**src/rtl/spi_board_ctrl.sv**
```systemverilog
module spi_board_ctrl #(
  parameter logic [7:0] VERSION = 8'h5A,
  parameter int SYNC = 2
) (
  input  logic       clk,
  input  logic       rst_n,
  input  logic       sclk,
  input  logic       cs_n,
  input  logic       mosi,
  output logic       miso,
  input  logic [7:0] sw_i,
  input  logic [7:0] pgood0_i,
  input  logic [7:0] pgood1_i,
  input  logic [7:0] pgood2_i,
  input  logic [7:0] mstsel_i,
  output logic [3:0] led_o,
  output logic [7:0] card_pwr_o,
  output logic [7:0] cpu_rst_o,
  output logic [7:0] periph_rst_o,
  output logic [7:0] sfp_a_o,
  output logic [7:0] sfp_b_o,
  output logic [7:0] warm_rst_o,
  output logic [7:0] warm_key_o,
  output logic [7:0] pmbus_o,
  output logic       irq_o
);
  localparam int W = 8;
  localparam int N = 3 + 5 * W;
  localparam logic [N-1:0] SYNC_RST = {2'b11, {(N-2){1'b0}}};
  localparam logic [4:0] FRAME_BITS = 5'd16;

  logic [N-1:0] raw;
  logic [N-1:0] sync_q [SYNC];
  logic [N-1:0] s;
  assign raw = {sclk, cs_n, mosi, mstsel_i, pgood2_i, pgood1_i, pgood0_i, sw_i};
  assign s = sync_q[SYNC-1];

  always_ff @(posedge clk or negedge rst_n) begin
    if (!rst_n) begin
      for (int i = 0; i < SYNC; i++) sync_q[i] <= SYNC_RST;
    end else begin
      sync_q[0] <= raw;
      for (int i = 1; i < SYNC; i++) sync_q[i] <= sync_q[i-1];
    end
  end

  logic         sclk_s, cs_s, mosi_s;
  logic [W-1:0] msel_s, pg2_s, pg1_s, pg0_s, sw_s;
  assign sclk_s = s[N-1];
  assign cs_s   = s[N-2];
  assign mosi_s = s[N-3];
  assign msel_s = s[5*W-1:4*W];
  assign pg2_s  = s[4*W-1:3*W];
  assign pg1_s  = s[3*W-1:2*W];
  assign pg0_s  = s[2*W-1:W];
  assign sw_s   = s[W-1:0];

  logic         sclk_q;
  logic [W-1:0] sw_q;
  logic         rise, fall;
  assign rise = !cs_s && sclk_s && !sclk_q;
  assign fall = !cs_s && !sclk_s && sclk_q;

  logic [4:0]   cnt;
  logic [W-2:0] sh_in;
  logic [W-1:0] addr, tx, rdata, byte_in;
  logic         wr_en;
  logic [6:0]   wr_idx;
  assign byte_in = {sh_in, mosi_s};
  assign wr_idx  = addr[7:1];
  assign wr_en   = rise && cnt == 5'd15 && !addr[0];

  logic [W-1:0] led_q, flags;
  logic [W-1:0] card_q, cpu_q, per_q, sfpa_q, sfpb_q, wrst_q, wkey_q, pmb_q;

  always_ff @(posedge clk or negedge rst_n) begin
    if (!rst_n) begin
      sclk_q <= 1'b1;
      sw_q   <= '0;
      cnt    <= '0;
      sh_in  <= '0;
      addr   <= '0;
      tx     <= '0;
    end else begin
      sclk_q <= sclk_s;
      sw_q   <= sw_s;
      if (cs_s) begin
        cnt <= '0;
        tx  <= '0;
      end else begin
        if (rise && cnt < FRAME_BITS) begin
          sh_in <= byte_in[W-2:0];
          cnt   <= cnt + 5'd1;
          if (cnt == 5'd7) addr <= byte_in;
        end
        if (fall) begin
          if (cnt == 5'd8) tx <= rdata;
          else if (cnt > 5'd8) tx <= {tx[W-2:0], 1'b0};
        end
      end
    end
  end

  always_comb begin
    rdata = '0;
    if (addr[0]) begin
      case (wr_idx)
        7'd0:  rdata = VERSION;
        7'd1:  rdata = led_q;
        7'd2:  rdata = sw_s;
        7'd3:  rdata = flags;
        7'd4:  rdata = pg0_s;
        7'd5:  rdata = pg1_s;
        7'd6:  rdata = pg2_s;
        7'd7:  rdata = card_q;
        7'd8:  rdata = cpu_q;
        7'd9:  rdata = per_q;
        7'd10: rdata = sfpa_q;
        7'd11: rdata = sfpb_q;
        7'd12: rdata = msel_s;
        7'd13: rdata = wrst_q;
        7'd14: rdata = wkey_q;
        7'd15: rdata = pmb_q;
        default: rdata = '0;
      endcase
    end
  end

  logic [W-1:0] clr;
  assign clr = (wr_en && wr_idx == 7'd3) ? byte_in : '0;

  always_ff @(posedge clk or negedge rst_n) begin
    if (!rst_n) begin
      led_q  <= '0;
      flags  <= '0;
      card_q <= '0;
      cpu_q  <= '0;
      per_q  <= '0;
      sfpa_q <= '0;
      sfpb_q <= '0;
      wrst_q <= '0;
      wkey_q <= '0;
      pmb_q  <= '0;
    end else begin
      flags <= (flags & ~clr) | (sw_s ^ sw_q);
      if (wr_en) begin
        case (wr_idx)
          7'd1:  led_q  <= byte_in;
          7'd7:  card_q <= byte_in;
          7'd8:  cpu_q  <= byte_in;
          7'd9:  per_q  <= byte_in;
          7'd10: sfpa_q <= byte_in;
          7'd11: sfpb_q <= byte_in;
          7'd13: wrst_q <= byte_in;
          7'd14: wkey_q <= byte_in;
          7'd15: pmb_q  <= byte_in;
          default: ;
        endcase
      end
    end
  end

  assign miso         = tx[W-1];
  assign led_o        = led_q[7:4];
  assign card_pwr_o   = card_q;
  assign cpu_rst_o    = cpu_q;
  assign periph_rst_o = per_q;
  assign sfp_a_o      = sfpa_q;
  assign sfp_b_o      = sfpb_q;
  assign warm_rst_o   = wrst_q;
  assign warm_key_o   = wkey_q;
  assign pmbus_o      = pmb_q;
  assign irq_o        = |flags;


  bit_count_chk: assert property (@(posedge clk) disable iff (!rst_n)
    cnt <= FRAME_BITS);


  abort_idle_chk: assert property (@(posedge clk) disable iff (!rst_n)
    cs_s |=> (cnt == 5'd0 && !miso));


  flag_set_chk: assert property (@(posedge clk) disable iff (!rst_n)
    (sw_s != sw_q) |=> ((flags & $past(sw_s ^ sw_q)) == $past(sw_s ^ sw_q)));


  ctl_hold_chk: assert property (@(posedge clk) disable iff (!rst_n)
    !wr_en |=> $stable({led_q, card_q, cpu_q, per_q, sfpa_q, sfpb_q, wrst_q, wkey_q, pmb_q}));
endmodule

```
**config.mk**
```make
export PLATFORM = sky130hd
export DESIGN_NAME = spi_board_ctrl
export DESIGN_NICKNAME = d
export VERILOG_FILES = /design/src/rtl/spi_board_ctrl.sv
export SDC_FILE = /design/constraint.sdc
export NUM_CORES = 1
export LEC_CHECK = 0
export ABC_AREA = 1
export BUFFER_PORTS_ARGS = -buffer_cell sky130_fd_sc_hd__clkbuf_2
export CAP_MARGIN = 20
export CORE_ASPECT_RATIO = 1.25
export CORE_MARGIN = 3
export CORE_UTILIZATION = 57
export CTS_CLUSTER_DIAMETER = 200
export DETAILED_ROUTE_END_ITERATION = 8
export PLACE_DENSITY_LB_ADDON = 0.05
export SYNTH_ARGS = -nofsm -noshare
export SYNTH_HDL_FRONTEND = slang
export SYNTH_SLANG_ARGS = --single-unit
```
**constraint.sdc**
```tcl
create_clock -name clk -period 2.1 [get_ports clk]
set_input_delay 0 -clock clk [delete_from_list [all_inputs] [get_ports clk]]
set_output_delay 0 -clock clk [all_outputs]
set_load 0.01 [all_outputs]
```
* Word level (Yosys, flattened, before mapping)
Cells that the tools add are included.
** Cells by class
- $lt $le $gt $ge :: 2
- Mux-type cells :: 9
- $add $sub $neg :: 1
- Bitwise gates (word level) :: 5
- Reduce and logical (&&, ||, !) cells :: 29
- Equality and inequality tests :: 18
** Operators with widths (count)
- 8-bit case mux with 16 select lines :: 1
- 7-bit by 4-bit equality test with 1-bit output (second input constant) :: 8
- 8-bit 2-to-1 mux :: 6
- 7-bit by 3-bit equality test with 1-bit output (second input constant) :: 4
- 2-bit AND reduction :: 11
- 7-bit by 2-bit equality test with 1-bit output (second input constant) :: 2
- 5-bit by 4-bit equality test with 1-bit output (second input constant) :: 2
- 5-bit 2-to-1 mux :: 2
- 8-bit AND :: 1
- 1-bit logical AND :: 8
- 8-bit NOT :: 1
- 8-bit bitwise OR :: 1
- 8-bit OR reduction :: 1
- 8-bit XOR :: 1
- 7-bit by 1-bit equality test with 1-bit output (second input constant) :: 1
- 7-bit logical NOT :: 1
- 5-bit by 1-bit adder with 5-bit output (second input constant) :: 1
- 5-bit by 3-bit equality test with 1-bit output (second input constant) :: 1
- 5-bit by 4-bit > comparator with 1-bit output (second input constant) :: 1
- 5-bit < comparator (second input constant) :: 1
- 1-bit logical NOT :: 4
- 2-bit nonzero test :: 2
- 3-bit AND reduction :: 1
- 3-bit nonzero test :: 1
- 1-bit NOT :: 1
** Word-level totals
- Input bits :: 45
- Word-level logic and storage cells :: 82
- Output and inout bits :: 70
- Register bits after elaboration :: 203

* Longest topological paths before layout
Gate-level depths: netlist of run 1.
- Word-level depth :: 10
- Mapped depth :: 13
- Depth with buffers taken out :: 11

* Worst setup path before layout of run 1
No wires, ideal clock.
- Kind :: register to register
- Start :: register cnt[0]
- End :: register pmb_q[5] (netlist: pmbus_o[5])
- Cell stages (with the launch flop) :: 11
- Path buffers :: 1
- Slack :: 338 ps
- Arrival :: 1645 ps
- Setup time :: 118 ps
- Clock period less this slack :: 1762 ps
- Cells stage by stage :: dfrtp_1 ha_1 nand2_1 nor2_1 ha_1 nand2_2 nor2_8 nand3_4 buf_6 nand2_1 o21ai_2
** Between the ends
- Cells in the longest elaborated chain, start to end :: 4
** RTL lines
- from (decl) :: line 64 : logic [4:0] cnt;
- from (signal assigned) :: line 93 : cnt <= cnt + 5'd1;
- 5-bit by 4-bit equality test with 1-bit output :: line 71 : assign wr_en = rise && cnt == 5'd15 && !addr[0];
- 1-bit logical AND (2 in a row) :: line 71
- 2-bit AND reduction (no line)
- to (signal assigned) :: line 156 : 7'd15: pmb_q <= byte_in;
- to (decl) :: line 74 : logic [W-1:0] card_q, cpu_q, per_q, sfpa_q, sfpb_q, wrst_q, wkey_q, pmb_q;
Every way passes these cells.
A chain may end at the register's enable or synchronous reset.

* Final worst setup path of run 1
- Start :: register cnt[0]
- End :: register pmb_q[7] (netlist: pmbus_o[7])
Same word-level chain as after synthesis.

==> flow_metrics.env, run 1 <==
export IMPL_crit_fanout=16
export IMPL_ys_types=30
export IMPL_placed_cells=1079
export IMPL_ys_warn_count=0
export IMPL_drt_first_pass_iters=5
export IMPL_finalClockSkew_ns=0.00524
export IMPL_yosysSeqAreaShare_pct=62.8
export IMPL_max_slew_margin_pct=53.5
export IMPL_vias=6228
export IMPL_worstPathRequired_ns=2.46
export IMPL_via_per_inst=5.37
export IMPL_synth_seq_cells=203
export IMPL_cp_top_family="simple AND/OR/NAND/NOR gates"
export IMPL_status="finished clean"
export IMPL_gr_usage_met3_pct=3.70
export IMPL_rr_worst_depth=10
export IMPL_critPathCaptureType="register"
export IMPL_synthCells=812
export IMPL_r2r_end="pmbus_o[7]$_DFFE_PN0P_"
export IMPL_nets=1018
export IMPL_h_tree_depth=1
export IMPL_slew_viol_final=0
export IMPL_gr_usage_met2_pct=44.3
export IMPL_initial_core_util_pct=58.4
export IMPL_min_path_type="input pin to asynchronous set/reset pin"
export IMPL_finalPower_mw=8.27
export IMPL_min_period_ns=1.89
export IMPL_cts_resized=0
export IMPL_hold_violations=0
export IMPL_syn2layout_area_growth_pct=22.8
export IMPL_crit_type="register to register"
export IMPL_syn_avg_cell_area_um2=9.98
export IMPL_grt_max_degree=86
export IMPL_arrival_ns=2.25
export IMPL_syn_nets=860
export IMPL_wl_per_cell_um=17.2
export IMPL_clockRootBuffer="clkbuf_16"
export IMPL_gp_congestion=0.879
export IMPL_tightest_slew_ns=0.697
export IMPL_grt_pass1_wl_um=32500
export IMPL_busiest_layer="met2"
export IMPL_synthesis_area_um2=8100
export IMPL_setup_tns_ns=0
export IMPL_antenna_found_initial=0
export IMPL_slowest_delay_ns=0.40
export IMPL_core_area_um2=13900
export IMPL_yosys_area_share_adder_pct=0.463
export IMPL_place_ws_ns=0.205
export IMPL_yosys_area_share_simple_pct=22.9
export IMPL_cp_endpoint="pmbus_o[7]$_DFFE_PN0P_"
export IMPL_final_cell_area_um2=9950
export IMPL_synth_xor_area_share_pct=0.865
export IMPL_cts_setup_buffers=0
export IMPL_grt_pass1_vias=6325
export IMPL_die_w_um=113
export IMPL_max_clock_path_buffers=3
export IMPL_pwr_density_cell_nw_per_um2=831
export IMPL_die_area_um2=15700
export IMPL_cts_sinks=203
export IMPL_cts_reportedPaths_clkPinSlew_ns=0.06
export IMPL_crit_path_start_kind="register"
export IMPL_cp_buffers_inverters=1
export IMPL_gr_total_overflow=0
export IMPL_ir_drop_mv=0.796
export IMPL_wl_um=19900
export IMPL_muxShareOfSynthArea_pct=0
export IMPL_synth_compound_area_share_pct=7.61
export IMPL_grtUsageTotal_pct=26.0
export IMPL_power_leakage_nw=4.77
export IMPL_chipHeight_um=139
export IMPL_drt_iter0_markers=712
export IMPL_synth_top_family_by_area="simple AND/OR/NAND/NOR gates"
export IMPL_rsz0062_at_grt="no"
export IMPL_r2r_start="cnt[0]$_DFFE_PN0P_"
export IMPL_cp_startpoint="cnt[0]$_DFFE_PN0P_"
export IMPL_drc_errors=0
export IMPL_dp_hpwl_um=13200
export IMPL_worstPathCellList="ha_1 -> nand2_1 -> nor2_1 -> ha_1 -> nand2_2 -> nor2_8 -> buf_12 -> nand3_4 -> nand2_1 -> o21ai_2"
export IMPL_clk_latency_ns=0.49
export IMPL_placedInstanceArea_um2=8820
export IMPL_rows=48
export IMPL_route_antenna_remaining_nets=0
export IMPL_nFillCells=1011
export IMPL_critPathSlowestCell="dfrtp_1"
export IMPL_path_depth=10
export IMPL_gr_usage_met1_pct=34.1
export IMPL_ioPinCount=115
export IMPL_drive_above_1_share_pct=20.3
export IMPL_setup_slack_ns=0.211
export IMPL_cts_tree="built"
export IMPL_antenna_cells=0
export IMPL_cap_violations=0
export IMPL_cts_buffers=20
export IMPL_regToRegSetupSlack_ns=0.21
export IMPL_fmax_ghz=0.529
export IMPL_finalCritPeriodShare_pct=90.0
export IMPL_portBuffers=114
export IMPL_final_cells=1159
export IMPL_setup_violations=0
export IMPL_holdWs_ns=0.0862
export IMPL_finish_utilization_pct=71.7
-- worst min path at each step --
| stage | endpoint | slack, ns | depth (start not counted) | from |
|---|---|---|---|---|
| floorplan | addr[0]$_DFFE_PN0P_ | -0.30 | 0 | rst_n |
| global placement | sh_in[4]$_DFFE_PN0P_ | 0.05 | 1 | rst_n |
| detailed placement | sh_in[4]$_DFFE_PN0P_ | 0.05 | 1 | rst_n |
| CTS | sh_in[4]$_DFFE_PN0P_ | 0.10 | 2 | rst_n |
| global route | sh_in[4]$_DFFE_PN0P_ | 0.15 | 2 | rst_n |
| finish | sh_in[4]$_DFFE_PN0P_ | 0.09 | 2 | rst_n |
-- power by group --
| part | internal [mW] | switching, mW | leakage (nW) | total [mW] |
|---|---|---|---|---|
| registers | 4.04 | 0.0530 | 2.56 | 4.09 |
| clock network | 2.27 | 1.48 | 0.332 | 3.75 |
| logic | 0.121 | 0.307 | 1.87 | 0.428 |
| total | 6.43 | 1.84 | 4.77 | 8.27 |
-- placed cells by master (no fill, tap or decap), types with 2 or more instances in the layout --
master / count
clkinv_2: 3
nor4_1: 2
dfstp_2: 5
nand3_4: 9
nor2_1: 38
clkbuf_16: 21
inv_2: 2
clkbuf_2: 113
clkbuf_8: 3
clkbuf_1: 4
nor2_2: 10
clkinvlp_4: 3
nand2_2: 2
o21ai_2: 7
buf_12: 4
bufinv_16: 3
nand2_1: 207
o21ai_0: 26
inv_1: 47
a32oi_1: 7
dfrtp_1: 198
nand3_1: 126
buf_4: 11
dlygate4sd3_1: 44
ha_1: 3
xnor2_1: 8
o21ai_1: 69
-- layer usage --
| layer | vias up | wire [um] |
|---|---|---|
| met5 | - | 0 |
| met4 | 0 | 686 |
| met3 | 40 | 1340 |
| met2 | 251 | 10100 |
| met1 | 2955 | 7780 |
| li1 | 2982 | - |
-- synthesized netlist by cell type --
cell type	n	area share (%)
nand3b_1	1	0.093
nand2_2	2	0.15
a21oi_1	1	0.062
o31ai_1	1	0.093
nand2_1	207	9.6
nor4_1	2	0.15
o21ai_2	7	0.76
nor3_2	1	0.12
clkbuf_1	12	0.56
dfrtp_1	198	61
nand4_1	1	0.077
inv_1	47	2.2
nor2_2	11	0.85
nor2_8	1	0.25
o21ai_0	26	1.6
buf_6	11	1.5
inv_2	2	0.093
nand3_1	126	7.8
a32oi_1	7	0.76
ha_1	3	0.46
buf_1	2	0.093
o21ai_1	69	4.3
buf_4	6	0.56
nor2_1	38	1.8
xnor2_1	8	0.86
o22ai_1	1	0.077
dfstp_2	5	1.6
nand3_2	1	0.12
buf_2	6	0.37
nand3_4	9	1.9
-- cells by family (layout without fill, tap and decap cells) --
| kind of cell | count (synthesis) | count (layout) |
|---|---|---|
| simple gates | 400 | 400 |
| flops | 203 | 203 |
| compound gates | 112 | 112 |
| buf+inv | 86 | 258 |
| xor+xnor | 8 | 8 |
| fa+ha+maj | 3 | 3 |
-- worst register-to-register path, delay by kind of cell (launching register included) --
family          cells  cell delay [ns]
simple gates        6             0.77
compound gates      1             0.06
buf+inv             1             0.17
flops               1             0.40
fa+ha+maj           2             0.35
-- sequential cells by signal, summed over array words and instances (netlist names) --
name / count
s: 43
sync_q: 43
addr: 8
card_pwr_o: 8
cpu_rst_o: 8
flags: 8
led_q: 8
periph_rst_o: 8
pmbus_o: 8
sfp_a_o: 8
sfp_b_o: 8
sw_q: 8
tx: 8
warm_key_o: 8
warm_rst_o: 8
sh_in: 7
cnt: 5
sclk_q: 1
-- area by class of cell --
class | instances | area, um2 | area share, %
Sequential cell | 203 | 5090 | 51.1
Clock inverter | 9 | 128 | 1.28
Inverter | 49 | 184 | 1.85
Clock buffer | 27 | 568 | 5.71
Timing Repair Buffer | 173 | 1180 | 11.9
Tap cell | 175 | 219 | 2.20
Multi-Input combinational cell | 523 | 2580 | 26.0
-- timing repair --
item	in CTS	in global routing
endpoints found under the hold margin	165	0
hold buffers	44	0
endpoints found under the setup margin	0	0
No activity file was read; power rests on OpenSTA's default activity.
==> run 2: changes to the inputs <==
--- a/config.mk
+++ b/config.mk
@@ -6,13 +6,13 @@
 export NUM_CORES = 1
 export LEC_CHECK = 0
 export ABC_AREA = 1
-export BUFFER_PORTS_ARGS = -buffer_cell sky130_fd_sc_hd__clkbuf_2
 export CAP_MARGIN = 20
 export CORE_ASPECT_RATIO = 1.25
 export CORE_MARGIN = 3
-export CORE_UTILIZATION = 57
+export CORE_UTILIZATION = 60
 export CTS_CLUSTER_DIAMETER = 200
 export DETAILED_ROUTE_END_ITERATION = 8
+export DONT_BUFFER_PORTS = 1
 export PLACE_DENSITY_LB_ADDON = 0.05
 export SYNTH_ARGS = -nofsm -noshare
 export SYNTH_HDL_FRONTEND = slang
==> run 2 against run 1 <==
  * The flow now finishes with violations (hold timing)
  * Sequential power about the same
  * Worst setup slack worse by 0.020 ns
  * Power down 0.74%
  * Clock-buffer cell count down 4
  * Register-to-register slack worse by 0.02 ns
  * Fmax down 1.0%
  * Clock power up 2%
  * Critical path depth unchanged
  * Critical endpoint is now sfp_a_o[3]$_DFFE_PN0P_
  * Largest cell class unchanged
==> flow_metrics.env, run 2 (synthesis gave the netlist of run 1 again) <==
export IMPL_finalClockSkew_ns=0.00722
export IMPL_holdBufCountCts=43
export IMPL_slew_viol_final=0
export IMPL_cp_top_family="simple AND/OR/NAND/NOR gates"
export IMPL_route_antenna_remaining_nets=0
export IMPL_power_leakage_nw=4.25
export IMPL_critPathCaptureType="register"
export IMPL_placedInstanceArea_um2=8190
export IMPL_core_area_um2=12900
export IMPL_final_cell_area_um2=9330
export IMPL_crit_fanout=16
export IMPL_gr_total_overflow=0
export IMPL_vias=5948
export IMPL_regToRegSetupSlack_ns=0.19
export IMPL_r2r_start="cnt[0]$_DFFE_PN0P_"
export IMPL_syn2layout_area_growth_pct=15.2
export IMPL_crit_type="register to register"
export IMPL_worstPathRequired_ns=2.44
export IMPL_hold_violations=203
export IMPL_setup_tns_ns=0
export IMPL_pwr_density_cell_nw_per_um2=880
export IMPL_critPathSlowestCell="dfrtp_1"
export IMPL_grt_max_degree=204
export IMPL_final_cell_mix="nand2_1 (207), dfrtp_1 (198), nand3_1 (126)"
export IMPL_fmax_ghz=0.524
export IMPL_clockRootBuffer="clkbuf_16"
export IMPL_cp_buffers_inverters=1
export IMPL_grtUsageTotal_pct=26.7
export IMPL_clk_latency_ns=0.49
export IMPL_min_period_ns=1.91
export IMPL_drt_first_pass_iters=5
export IMPL_final_common_cell="nand2_1"
export IMPL_initial_core_util_pct=62.6
export IMPL_antenna_cells=0
export IMPL_cts_reportedPaths_clkPinSlew_ns=0.06
export IMPL_tightest_slew_ns=0.651
export IMPL_wl_um=19300
export IMPL_cap_violations=0
export IMPL_die_w_um=110
export IMPL_ir_drop_mv=0.857
export IMPL_drt_iter0_markers=537
export IMPL_rows=46
export IMPL_grt_pass1_vias=5790
export IMPL_h_tree_depth=1
export IMPL_holdWs_ns=-0.798
export IMPL_ioPinCount=115
export IMPL_drive_above_1_share_pct=9.83
export IMPL_violations="hold timing"
export IMPL_min_path_type="input pin to asynchronous set/reset pin"
export IMPL_gp_congestion=0.918
export IMPL_finalCritPeriodShare_pct=90.9
export IMPL_portBuffers=0
export IMPL_cts_buffers=20
export IMPL_grt_pass1_wl_um=30600
export IMPL_r2r_end="sfp_a_o[3]$_DFFE_PN0P_"
export IMPL_via_per_inst=5.76
export IMPL_drc_errors=0
export IMPL_dp_hpwl_um=12500
export IMPL_arrival_ns=2.25
export IMPL_max_clock_path_buffers=3
export IMPL_cts_resized=0
export IMPL_worstPathCellList="ha_1 -> nand2_1 -> nor2_1 -> ha_1 -> nand2_2 -> nor2_8 -> buf_12 -> nand3_4 -> nand2_1 -> o21ai_1"
export IMPL_rr_worst_depth=10
export IMPL_status="finished with violations"
export IMPL_setup_violations=0
export IMPL_slowest_delay_ns=0.41
export IMPL_cts_tree="built"
export IMPL_wl_per_cell_um=18.7
export IMPL_nets=899
export IMPL_antenna_found_initial=0
export IMPL_rsz0062_at_grt="no"
export IMPL_cp_startpoint="cnt[0]$_DFFE_PN0P_"
export IMPL_die_area_um2=14900
export IMPL_crit_path_start_kind="register"
export IMPL_max_slew_margin_pct=56.6
export IMPL_chipHeight_um=136
export IMPL_cts_sinks=203
## run 2: timing repair
action / in CTS / in global routing
setup buffers: 0 / 0
hold endpoints to repair: 246 / 203
setup endpoints to repair: 0 / 0
## run 2: power by group
group          switching, mW  internal (mW)
Combinational          0.217         0.0806
Sequential            0.0530           4.04
Clock                   1.47           2.35
## run 2: per-layer routing
layer	up-vias	track usage (%)	share of wire [%]
met1	2915	33.7	38
met4	0	9.70	3.7
met3	48	6.46	8.5
met2	235	44.6	49
met5	-	0	0
li1	2750	-	-
## run 2: worst reg2reg max path, delay by kind of cell (launching register included)
| family | cells | cell delay (ns) |
|---|---|---|
| AO/OA/AOI/OAI | 1 | 0.08 |
| adder cells (fa/ha/maj) | 2 | 0.37 |
| buffers and inverters | 1 | 0.18 |
| flip-flops | 1 | 0.41 |
| AND/OR/NAND/NOR | 6 | 0.72 |
## run 2: worst max path at each step
stage,to,slack [ns],depth (start not counted)
final,sfp_a_o[3]$_DFFE_PN0P_,0.19,10
after global routing,card_pwr_o[0]$_DFFE_PN0P_,0.04,10
after CTS,card_pwr_o[0]$_DFFE_PN0P_,0.19,10
after detailed placement,card_pwr_o[0]$_DFFE_PN0P_,0.21,10
after global placement,pmbus_o[4]$_DFFE_PN0P_,0.28,10
after floorplan,pmbus_o[5]$_DFFE_PN0P_,0.34,10
## run 2: metrics by stage
stage / worst slack (ns) / power, mW / cells / utilization (%)
3_5_place_dp: 0.212 / 4.39 / 954 / 63.2
2_1_floorplan: 0.338 / 4.28 / 812 / -
4_1_cts: 0.195 / 8.27 / 1033 / 72.1
3_3_place_gp: 0.282 / 4.38 / 954 / 63.2
6_report: 0.191 / 8.21 / 1033 / 72.1
5_1_grt: 0.0404 / 8.48 / 1033 / 72.1
## run 2: cell type report
type	instances	area, um2
multi-input cells	523	2580
well taps	168	210
clock inverters	13	173
fillers	914	3620
clock buffers	23	543
inverters	49	184
repair buffers	54	551
flip-flops and latches	203	5090
==> run 3: changes to the inputs <==
--- a/config.mk
+++ b/config.mk
@@ -8,7 +8,6 @@
 export ABC_AREA = 1
 export CAP_MARGIN = 20
 export CORE_ASPECT_RATIO = 1.25
-export CORE_MARGIN = 3
 export CORE_UTILIZATION = 60
 export CTS_CLUSTER_DIAMETER = 200
 export DETAILED_ROUTE_END_ITERATION = 8
==> run 3 against run 2 <==
  * The run still ends with hold timing left
  * Non-clock buffer count rose by 7
  * Via count rose by 0.49%
  * Register-to-register slack got worse by 0.09 ns
  * Worst setup slack got worse by 0.087 ns
  * Sequential share of layout area fell by 1.3 points
  * Combinational power rose by 2%
  * Highest routed layer unchanged
  * Sequential power barely moved
==> flow_metrics.env, run 3 (synthesis gave the netlist of run 1 again) <==
export IMPL_final_cell_mix="nand2_1 (203), dfrtp_1 (197), nand3_1 (126)"
export IMPL_rows=47
export IMPL_pwr_density_cell_nw_per_um2=876
export IMPL_holdWs_ns=-0.798
export IMPL_finalClockSkew_ns=0.00812
export IMPL_fmax_ghz=0.501
export IMPL_min_path_type="input pin to asynchronous set/reset pin"
export IMPL_via_per_inst=5.69
export IMPL_die_w_um=106
export IMPL_initial_core_util_pct=61.2
export IMPL_cts_tree="built"
export IMPL_clockRootBuffer="clkbuf_16"
export IMPL_arrival_ns=2.40
export IMPL_power_leakage_nw=4.31
export IMPL_seqCellArea_um2=5090
export IMPL_cts_buffers=20
export IMPL_final_common_cell="nand2_1"
export IMPL_syn2layout_area_growth_pct=18.0
export IMPL_ioPinCount=115
export IMPL_drive_above_1_share_pct=12.3
export IMPL_cap_violations=0
export IMPL_status="finished with violations"
export IMPL_antenna_cells=0
export IMPL_gr_total_overflow=0
export IMPL_nFillCells=968
export IMPL_route_antenna_remaining_nets=0
export IMPL_holdBufCountCts=43
export IMPL_grt_max_degree=204
export IMPL_vias=5977
export IMPL_grt_pass1_wl_um=30200
export IMPL_ir_drop_mv=0.961
export IMPL_drt_first_pass_iters=5
export IMPL_setup_violations=0
export IMPL_h_tree_depth=1
export IMPL_wl_per_cell_um=18.4
export IMPL_violations="hold timing"
export IMPL_crit_fanout=8
export IMPL_multi_input_area_um2=2690
export IMPL_antenna_found_initial=0
export IMPL_clk_latency_ns=0.49
export IMPL_crit_path_start_kind="register"
export IMPL_max_clock_path_buffers=3
export IMPL_drt_iter0_markers=470
export IMPL_gp_congestion=0.870
export IMPL_cts_sinks=203
export IMPL_max_slew_margin_pct=56.0
export IMPL_worstPathRequired_ns=2.50
export IMPL_core_area_um2=13200
export IMPL_critPathCaptureType="register"
export IMPL_setup_tns_ns=0
export IMPL_finalCritPeriodShare_pct=95.0
export IMPL_slew_viol_final=0
export IMPL_die_area_um2=14000
export IMPL_wl_um=19300
export IMPL_nets=913
export IMPL_hold_violations=203
export IMPL_min_period_ns=2.00
export IMPL_cts_reportedPaths_clkPinSlew_ns=0.06
export IMPL_chipHeight_um=132
export IMPL_grt_pass1_vias=5765
export IMPL_tightest_slew_ns=0.660
export IMPL_grtUsageTotal_pct=28.1
export IMPL_crit_type="register to register"
export IMPL_drc_errors=0
export IMPL_portBuffers=0
export IMPL_dp_hpwl_um=12200
[run 3: cell count changes in the layout (fill, tap and decap cells not counted), moves of 2 or more]
cell	change
clkinv_2	-2
nand2_1	-4
buf_4	+5
nand3_2	+5
ha_1	-2
ha_2	+2
nand2_2	+4
nand3_4	+2
[run 3: what timing repair did]
| item | in CTS | in global routing |
|---|---|---|
| gates resized for setup | 0 | 11 |
| hold endpoints to repair | 246 | 203 |
| setup buffers | 0 | 3 |
| endpoints found under the setup margin | 0 | 60 |
[run 3: final cells by class]
type	instances	share of cell area [%]
clock buffer	24	5.82
clock inverter	12	2.02
inverter	49	1.92
multi-input combinational	530	28.2
sequential	203	53.2
tap	171	2.24
timing repair buffer	61	6.62
[run 3: worst paths after layout]
path | start | endpoint | slack, ns | cells after the start
worst max-delay path | cnt[1]$_DFFE_PN0P_ | sfp_a_o[1]$_DFFE_PN0P_ | 0.10 | 9
worst min-delay path | rst_n | sh_in[6]$_DFFE_PN0P_ | -0.80 | 0
worst max register to register | cnt[1]$_DFFE_PN0P_ | sfp_a_o[1]$_DFFE_PN0P_ | 0.10 | 9
worst min register to register | sync_q[72]$_DFF_PN0_ | s[29]$_DFF_PN0_ | 0.35 | 0
max in group asynchronous | rst_n | warm_rst_o[6]$_DFFE_PN0P_ | 2.54 | 0
min in group clk | sclk | sync_q[85]$_DFF_PN1_ | 0.05 | 1
[run 3: metrics by stage]
| step | worst slack, ns | area [um2] | cells | power, mW | util [%] |
|---|---|---|---|---|---|
| floorplan | 0.338 | 8100 | 812 | 4.28 | - |
| global placement | 0.286 | 8220 | 960 | 4.38 | 62.2 |
| detailed placement | 0.165 | 8220 | 960 | 4.39 | 62.2 |
| CTS | 0.118 | 9400 | 1039 | 8.42 | 71.1 |
| global route | -0.0212 | 9560 | 1050 | 8.62 | 72.2 |
| finish | 0.104 | 9560 | 1050 | 8.37 | 72.2 |
[run 3: worst max-delay path: stages, from the launching register on]
cell	delay [ns]
dfrtp_1	0.40
ha_2	0.21
nand2_2	0.08
nor2_2	0.13
ha_2	0.19
nand2_2	0.09
nor2_8	0.22
buf_12	0.18
nand3_2	0.17
o21ai_1	0.22
[run 3: metal layers]
layer	track usage (%)	vias to the layer above	wire length, um
met5	0	-	0
met4	13.9	0	899
met3	4.99	53	1410
met2	45.8	245	9510
met1	36.3	2883	7470
li1	-	2796	-
[run 3: power by group]
group	internal, mW	switching (mW)	leakage (nW)	total [mW]
registers	4.04	0.0522	2.56	4.09
clock network	2.51	1.47	0.361	3.98
logic	0.0850	0.220	1.39	0.305
